[config.mk]
export PLATFORM = sky130hd
export DESIGN_NAME = simd_addlogic
export DESIGN_NICKNAME = d
export VERILOG_FILES = /design/src/rtl/simd_pkg.sv /design/src/rtl/simd_cut_ctl.sv /design/src/rtl/simd_byte_slice.sv /design/src/rtl/simd_bitwise.sv /design/src/rtl/simd_addlogic.sv
export SDC_FILE = /design/constraint.sdc
export NUM_CORES = 1
export LEC_CHECK = 0
export ABC_AREA = 1
export BUFFER_PORTS_ARGS = -buffer_cell sky130_fd_sc_hd__buf_2
export CELL_PAD_IN_SITES_DETAIL_PLACEMENT = 1
export CELL_PAD_IN_SITES_GLOBAL_PLACEMENT = 1
export CORE_MARGIN = 2
export CORE_UTILIZATION = 40
export DETAILED_ROUTE_END_ITERATION = 6
export PLACE_DENSITY_LB_ADDON = 0.2
export SLEW_MARGIN = 40
export SYNTH_ARGS = -nofsm -noshare
export SYNTH_HDL_FRONTEND = slang
export SYNTH_SLANG_ARGS = --single-unit
[constraint.sdc]
create_clock -name clk -period 23.1 [get_ports clk]
set_input_delay 3.465 -clock clk [delete_from_list [all_inputs] [get_ports clk]]
set_output_delay 3.465 -clock clk [all_outputs]
set_load 0.005 [all_outputs]
[src/rtl/simd_pkg.sv]
package simd_pkg;
  localparam int SLOT_W = 8;
  localparam int MODE_W = 2;
  localparam int OPS_W  = 3;

  typedef enum logic [OPS_W-1:0] {
    OP_ADD = 3'd0,
    OP_SUB = 3'd1,
    OP_AND = 3'd2,
    OP_OR  = 3'd3,
    OP_XOR = 3'd4
  } op_e;
endpackage

[src/rtl/simd_cut_ctl.sv]
module simd_cut_ctl #(
  parameter int NSLOT = 8
) (
  input  logic [simd_pkg::MODE_W-1:0] lane_mode,
  output logic [NSLOT-1:0]            cut,
  output logic [NSLOT-1:0]            top
);
  localparam int IW = $clog2(NSLOT) + 1;

  logic [IW-1:0] lane_slots;
  logic [IW-1:0] slot_mask;

  assign lane_slots = IW'(NSLOT) >> lane_mode;
  assign slot_mask  = lane_slots - IW'(1);

  for (genvar k = 0; k < NSLOT; k++) begin : g_slot
    assign cut[k] = ((IW'(k) & slot_mask) == '0);
    assign top[k] = ((IW'(k + 1) & slot_mask) == '0);
  end

  for (genvar k = 0; k < NSLOT - 1; k++) begin : g_chk
    always_comb begin

      top_cut_align_chk: assert (top[k] == cut[k+1]);
    end
  end
endmodule

[src/rtl/simd_byte_slice.sv]
module simd_byte_slice #(
  parameter int W = 8
) (
  input  logic [W-1:0] a,
  input  logic [W-1:0] b,
  input  logic         cin,
  output logic [W-1:0] sum,
  output logic         cout
);
  assign {cout, sum} = {1'b0, a} + {1'b0, b} + {{W{1'b0}}, cin};
endmodule

[src/rtl/simd_bitwise.sv]
module simd_bitwise #(
  parameter int W = 64
) (
  input  logic [W-1:0]                a,
  input  logic [W-1:0]                b,
  input  logic [simd_pkg::OPS_W-1:0]  op,
  output logic [W-1:0]                y
);
  import simd_pkg::*;
  always_comb begin
    unique case (op)
      OP_AND:  y = a & b;
      OP_OR:   y = a | b;
      OP_XOR:  y = a ^ b;
      default: y = '0;
    endcase
  end
endmodule

[src/rtl/simd_addlogic.sv]
module simd_addlogic #(
  parameter int NSLOT = 8,
  parameter int SW    = simd_pkg::SLOT_W
) (
  input  logic                        clk,
  input  logic                        rst,
  input  logic                        in_valid,
  output logic                        in_ready,
  input  logic [NSLOT*SW-1:0]         op_a,
  input  logic [NSLOT*SW-1:0]         op_b,
  input  logic [simd_pkg::MODE_W-1:0] lane_mode,
  input  logic [simd_pkg::OPS_W-1:0]  op_sel,
  output logic                        out_valid,
  input  logic                        out_ready,
  output logic [NSLOT*SW-1:0]         result,
  output logic [NSLOT-1:0]            lane_cout
);
  import simd_pkg::*;
  localparam int DW = NSLOT * SW;

  logic [NSLOT-1:0] cut, top;
  logic [NSLOT-1:0] slot_cin, slot_cout;
  logic [DW-1:0]    b_eff, arith_sum, logic_y;
  logic             is_sub, is_arith;
  logic [DW-1:0]    res_d;
  logic [NSLOT-1:0] cout_d;

  simd_cut_ctl #(.NSLOT(NSLOT)) u_cut (
    .lane_mode (lane_mode),
    .cut       (cut),
    .top       (top)
  );

  assign is_sub   = (op_sel == OP_SUB);
  assign is_arith = (op_sel == OP_ADD) || is_sub;
  assign b_eff    = is_sub ? ~op_b : op_b;

  for (genvar k = 0; k < NSLOT; k++) begin : g_lane
    if (k == 0) begin : g_first
      assign slot_cin[k] = is_sub;
    end else begin : g_rest
      assign slot_cin[k] = cut[k] ? is_sub : slot_cout[k-1];
    end
    simd_byte_slice #(.W(SW)) u_slice (
      .a    (op_a[k*SW +: SW]),
      .b    (b_eff[k*SW +: SW]),
      .cin  (slot_cin[k]),
      .sum  (arith_sum[k*SW +: SW]),
      .cout (slot_cout[k])
    );
  end

  simd_bitwise #(.W(DW)) u_bitwise (
    .a  (op_a),
    .b  (op_b),
    .op (op_sel),
    .y  (logic_y)
  );

  assign res_d  = is_arith ? arith_sum : logic_y;
  assign cout_d = is_arith ? (slot_cout & top) : '0;

  assign in_ready = !out_valid || out_ready;

  always_ff @(posedge clk) begin
    if (rst) begin
      out_valid <= 1'b0;
    end else if (in_ready) begin
      out_valid <= in_valid;
    end
  end

  always_ff @(posedge clk) begin
    if (in_valid && in_ready) begin
      result    <= res_d;
      lane_cout <= cout_d;
    end
  end


  stall_hold_chk: assert property (@(posedge clk) disable iff (rst)
    (out_valid && !out_ready) |=> (out_valid && $stable(result) && $stable(lane_cout)));


  accept_valid_chk: assert property (@(posedge clk) disable iff (rst)
    (in_valid && in_ready) |=> out_valid);


  bitwise_nocarry_chk: assert property (@(posedge clk) disable iff (rst)
    (in_valid && in_ready && (op_sel == OP_AND || op_sel == OP_OR || op_sel == OP_XOR))
      |=> (lane_cout == '0));


  reset_clear_chk: assert property (@(posedge clk)
    $past(rst) |-> !out_valid);
endmodule

Word-level counts from Yosys, hierarchy flattened. Cells that the tools add are included.

Flip-flop bits (word level): 73. Input port bits: 137. Word-level logic and storage cells: 53. Output and inout bits: 74.

Add/sub/neg operators: 17. Eq/ne operators: 4. Reductions and logical operators: 13. Bitwise operators: 5. Mux-type cells: 10. Shift-type cells: 1.

Operator list (count): case mux 64 bit (3 select lines) (1); 2-to-1 mux 64 bit (2); adder 8 x 8 -> 9 bit (8); adder 9 x 1 -> 9 bit (8); AND 64 bit (1); NOT 64 bit (1); bitwise OR 64 bit (1); bitwise XOR 64 bit (1); logical NOT 4 bit (8); AND 8 bit (1); 2-to-1 mux 1 bit (7); == test 3 x 2 -> 1 bit, second input constant (2); >> shifter 4 x 2 -> 4 bit, first input constant (1); subtractor 4 x 1 -> 4 bit, second input constant (1); == test 3 x 1 -> 1 bit, second input constant (1); == test 3 bit, second input constant (1); logical NOT 3 bit (1); logical OR 1 bit (2); logical AND 1 bit (1); logical NOT 1 bit (1).

Longest topological paths before layout.
Word-level depth: 19. Depth in mapped cells: 81. Depth with buffers taken out: 80.

Modules after synthesis. Synthesis repeated with hierarchy kept, for this count alone.

Cells, all modules: 1722. Area, all modules: 11415.9 sq um.

By module, submodules not included: simd_addlogic (seq. area each 2182.1 sq um, cells each 611, area each 4388.0 sq um, times used 1); simd_bitwise (seq. area each 0.0 sq um, cells each 619, area each 4135.2 sq um, times used 1); simd_byte_slice (seq. area each 0.0 sq um, cells each 59, area each 346.6 sq um, times used 8); simd_cut_ctl (seq. area each 0.0 sq um, cells each 20, area each 120.1 sq um, times used 1).

Worst setup path after synthesis. OpenSTA, ideal clock, no wires.

Path type: input to register. From: in op_sel[2] (netlist name). To: reg result[57], data pin. Arrival time: 14005 ps. Data required time: 22831 ps. Buffers on the path: 2. Path slack: 8826 ps. Stages: 74. Library setup time: 269 ps. Cell sequence: inv_2 > nand3_2 > buf_4 > buf_4 > xor2_1 > ha_1 > inv_1 > o21ai_0 > a31oi_1 > nand3_1 > nand2_1 > fa_1 > fa_1 > inv_1 > nand2_1 > nand2_1 > nand2_1 > nand2_1 > (+38 left out) > nand4_1 > nand3_1 > o21ai_0 > fa_1 > fa_1 > inv_1 > nand2_1 > nand2_1 > a21oi_1 > inv_1 > nand2_1 > nand3_1 > nand2_1 > inv_1 > fa_1 > fa_1 > a22oi_1 > o211ai_1.

Longest elaborated chain between the ends: 19. Elaborated cells between the ends (all ways): 32. Those cells by class: 16 x add/sub; 4 x eq/ne; 10 x mux; 2 x reduce/logical.

RTL lines: start: declaration (RTL line simd_addlogic.sv:12) `input logic [simd_pkg::OPS_W-1:0] op_sel,`; == test 3 x 1 -> 1 bit (RTL line simd_addlogic.sv:34) `assign is_sub = (op_sel == OP_SUB);`; 2-to-1 mux 64 bit (RTL line simd_addlogic.sv:36) `assign b_eff = is_sub ? ~op_b : op_b;`; adder 8 x 8 -> 9 bit (RTL line simd_byte_slice.sv:10) `assign {cout, sum} = {1'b0, a} + {1'b0, b} + {{W{1'b0}}, cin};`; adder 9 x 1 -> 9 bit (RTL line simd_byte_slice.sv:10); 2-to-1 mux 1 bit (RTL line simd_addlogic.sv:42) `assign slot_cin[k] = cut[k] ? is_sub : slot_cout[k-1];`; adder 9 x 1 -> 9 bit (RTL line simd_byte_slice.sv:10); 2-to-1 mux 1 bit (RTL line simd_addlogic.sv:42); adder 9 x 1 -> 9 bit (RTL line simd_byte_slice.sv:10); (+4 left out); 2-to-1 mux 1 bit (RTL line simd_addlogic.sv:42); adder 9 x 1 -> 9 bit (RTL line simd_byte_slice.sv:10); 2-to-1 mux 1 bit (RTL line simd_addlogic.sv:42); adder 9 x 1 -> 9 bit (RTL line simd_byte_slice.sv:10); 2-to-1 mux 1 bit (RTL line simd_addlogic.sv:42); adder 9 x 1 -> 9 bit (RTL line simd_byte_slice.sv:10); 2-to-1 mux 64 bit (*) (RTL line simd_addlogic.sv:60) `assign res_d = is_arith ? arith_sum : logic_y;`; named net res_d[57] (RTL line simd_addlogic.sv:25) `logic [DW-1:0] res_d;`; end signal: assignment (RTL line simd_addlogic.sv:75) `result <= res_d;`; end: declaration (RTL line simd_addlogic.sv:15) `output logic [NSLOT*SW-1:0] result,`.

The timed path passes the listed nets; every way through them passes the cells marked *. A chain may end at the register's enable or synchronous reset.

Worst setup path in the final report.
From: in op_sel[2] (netlist name). To: reg result[62], data pin.

Same word-level chain as after synthesis.

==> results.toml <==
[finish]
fin_nets = 1677
nFillCells = 2855
drive_above_1_share = 0.189
fin_area_mm2 = 0.0108
area_growth_pct = 18.8

[clock_tree]
clk_pin_slew_worst_paths_ps = 70
numCtsBuffers = 9
clockRootBuffer = "clkbuf_16"
cts_tree = "built"
post-cts-setup-buffer-count = 0
ctsResizeCount = 0
cts_hold_buf = 0
cts_sinks = 73
clk_latency_ps = 350
clockBufferDepth = 2
cts_htree_levels = 3

[sta]
layout_min_cycle_time_ps = 15830
setup_viol = 0
slew_headroom = 0.446
tightestPinTransition_ps = 831
fmax_mhz = 63.2
timing.final.crit_share = 0.685
finalHoldViolations = 0
grt_setup_unrepaired = "false"
finalMaxSlewViolations = 0
fin_skew_ps = 7.03
setup_tns_ps = 0

[grt]
gr-total-overflow = 0
grt_max_degree = 73
grt_pass1_vias = 8795
grt_pass1_wl_mm = 43.8
track_usage = 0.229
antenna_found_initial = 4

[power_and_ir_drop]
worst_ir_drop_vdd_v = 0.0000212
powerDensity_mw_per_mm2 = 49.9
p_leak_nw = 5.77

[yosys]
synthCells = 1144
synth_top_flop_cell = "edfxtp_1"
synth_top_family_by_area = "adder cells"
synth_compound_area_frac = 0.145
syn-cell-area_mm2 = 0.00913
synth_edf_count = 72
synthAdderAreaFrac = 0.285
synth_warnings = 0
synth_mux_area_frac = 0
synth_xor_area_frac = 0.0624
seq_area_frac_synth = 0.239
syn-num-nets = 1480
synth_seq_cells = 73
avgSynthCellArea_um2 = 7.98
synthArstFlopShare = 0
yosys.area_share.simple = 0.159
ys_types = 36

[setup_path]
crit_slowest_cell = "nand3_4"
cp_max_fo = 34
crit_top_cell = "nand2_1"
r2r_setup_slack_ps = 21580
start_kind = "input pin"
endpoint_kind = "flip-flop"
crit_required_ps = 23180
path_class = "input pin to flip-flop"
worst_path_largest_cell_delay_ps = 520
critPathArrivalTime_ps = 15910

[floorplan]
num_rows = 55
dieHeight_um = 155
dieArea_mm2 = 0.0240
die_x_um = 155
initial_core_util = 0.406
core_area_mm2 = 0.0225
num_io_pins = 211

[route]
ant_nets = 0
vias_per_cell = 5.13
routed_wl_mm = 27.8
vias = 8377
dr.pass1.iters = 5
drt_iter0_markers = 244
drc = 0
wl_per_cell_um = 17.0

[placed_design]
post-dp-hpwl_mm = 20.4
portBuffers = 210
gp_congestion = 0.830
placed_area_mm2 = 0.0105

[flow_run]
drv_cap = 0

[outcome]
status = "finished clean"

[worst_hold_path]
hp-class = "flip-flop to flip-flop"
-- layer usage --
metal,wire length [um],vias to the layer above,global-route usage
met2,13400,164,0.401
met5,28,-,0
li1,-,4207,-
met3,1250,24,0.0376
met4,309,4,0.0600
met1,12800,3978,0.292
-- sequential cells by signal (all words and copies together), names as in the netlist --
name,count
result,64
out_valid,1
lane_cout,8
-- placed cells by master (no fill, tap or decap), drive strengths merged --
cell type | synthesis | routed
inv | 222 | 222
buf | 22 | 217
nand2 | 199 | 199
ha | 184 | 184
edfxtp | 72 | 72
o21ai | 70 | 70
nor2 | 66 | 66
xor2 | 65 | 65
a21oi | 55 | 55
a221oi | 39 | 39
nand3 | 38 | 38
nor3 | 15 | 15
fa | 15 | 15
o21bai | 11 | 11
clkbuf | 9 | 11
a31oi | 10 | 10
nand4 | 10 | 10
o211ai | 10 | 10
o2111ai | 10 | 10
or2 | 10 | 10
nand3b | 7 | 7
bufinv | 0 | 4
diode | 0 | 2
a22oi | 1 | 1
o31ai | 1 | 1
a21o | 1 | 1
a211oi | 1 | 1
clkinvlp | 0 | 1
dfxtp | 1 | 1
-- worst max-delay path: cells and delay by family --
| family | cells | cell delay, ps |
|---|---|---|
| xor+xnor | 1 | 390 |
| buf+inv | 14 | 1270 |
| fa+ha+maj | 15 | 5980 |
| compound gates | 8 | 810 |
| simple gates | 42 | 4000 |
-- through the flow --
step / instances / power (mW) / util / worst slack [ps] / hold WS, ps
after detailed placement: 1614 / 0.363 / 0.464 / 6950 / 540
final: 1633 / 0.541 / 0.482 / 7270 / 548
after floorplan: 1144 / 0.293 / - / 8830 / 507
after global routing: 1631 / 0.577 / 0.482 / 5950 / 594
after global placement: 1614 / 0.356 / 0.464 / 7440 / 519
after CTS: 1630 / 0.546 / 0.481 / 7180 / 550
-- Yosys cell counts, types with 11 or more instances --
library cell | n | area share
a21oi_1 | 55 | 0.030
a221oi_1 | 38 | 0.036
buf_2 | 15 | 0.0082
edfxtp_1 | 72 | 0.24
fa_1 | 15 | 0.033
ha_1 | 184 | 0.25
inv_1 | 217 | 0.089
nand2_1 | 198 | 0.081
nand3_1 | 36 | 0.020
nor2_1 | 65 | 0.027
nor3_1 | 15 | 0.0082
o21ai_0 | 33 | 0.018
o21ai_1 | 36 | 0.020
o21bai_1 | 11 | 0.0090
xor2_1 | 65 | 0.062
-- worst paths after layout --
check,startpoint,end,cells past startpoint
max,op_sel[2],result[62],80
max reg2reg,out_valid,result[15],2
min,out_valid,out_valid,2
min reg2reg,out_valid,out_valid,2
-- power by group --
group	internal [mW]	switching [mW]	total, mW
sequential	0.163	0.00434	0.168
clock	0.117	0.0632	0.180
combinational	0.0745	0.118	0.193
-- kinds of logic after synthesis --
logic type               Yosys count
AND/OR/NAND/NOR                  345
flip-flops                        73
buffers and inverters            253
XOR/XNOR                          65
adder cells (fa/ha/maj)          199
AO/OA/AOI/OAI                    209
-- area by class of cell --
| class | count | area, um^2 | share of cell area |
|---|---|---|---|
| clock buffer | 11 | 233 | 0.0215 |
| tap | 285 | 357 | 0.0329 |
| multi-input combinational | 818 | 5980 | 0.552 |
| inverter | 222 | 833 | 0.0769 |
| clock inverter | 5 | 128 | 0.0118 |
| antenna | 2 | 5.00 | 0.000462 |
| sequential | 73 | 2180 | 0.201 |
| timing repair buffer | 217 | 1120 | 0.104 |
No activity file was read; power rests on OpenSTA's default activity.
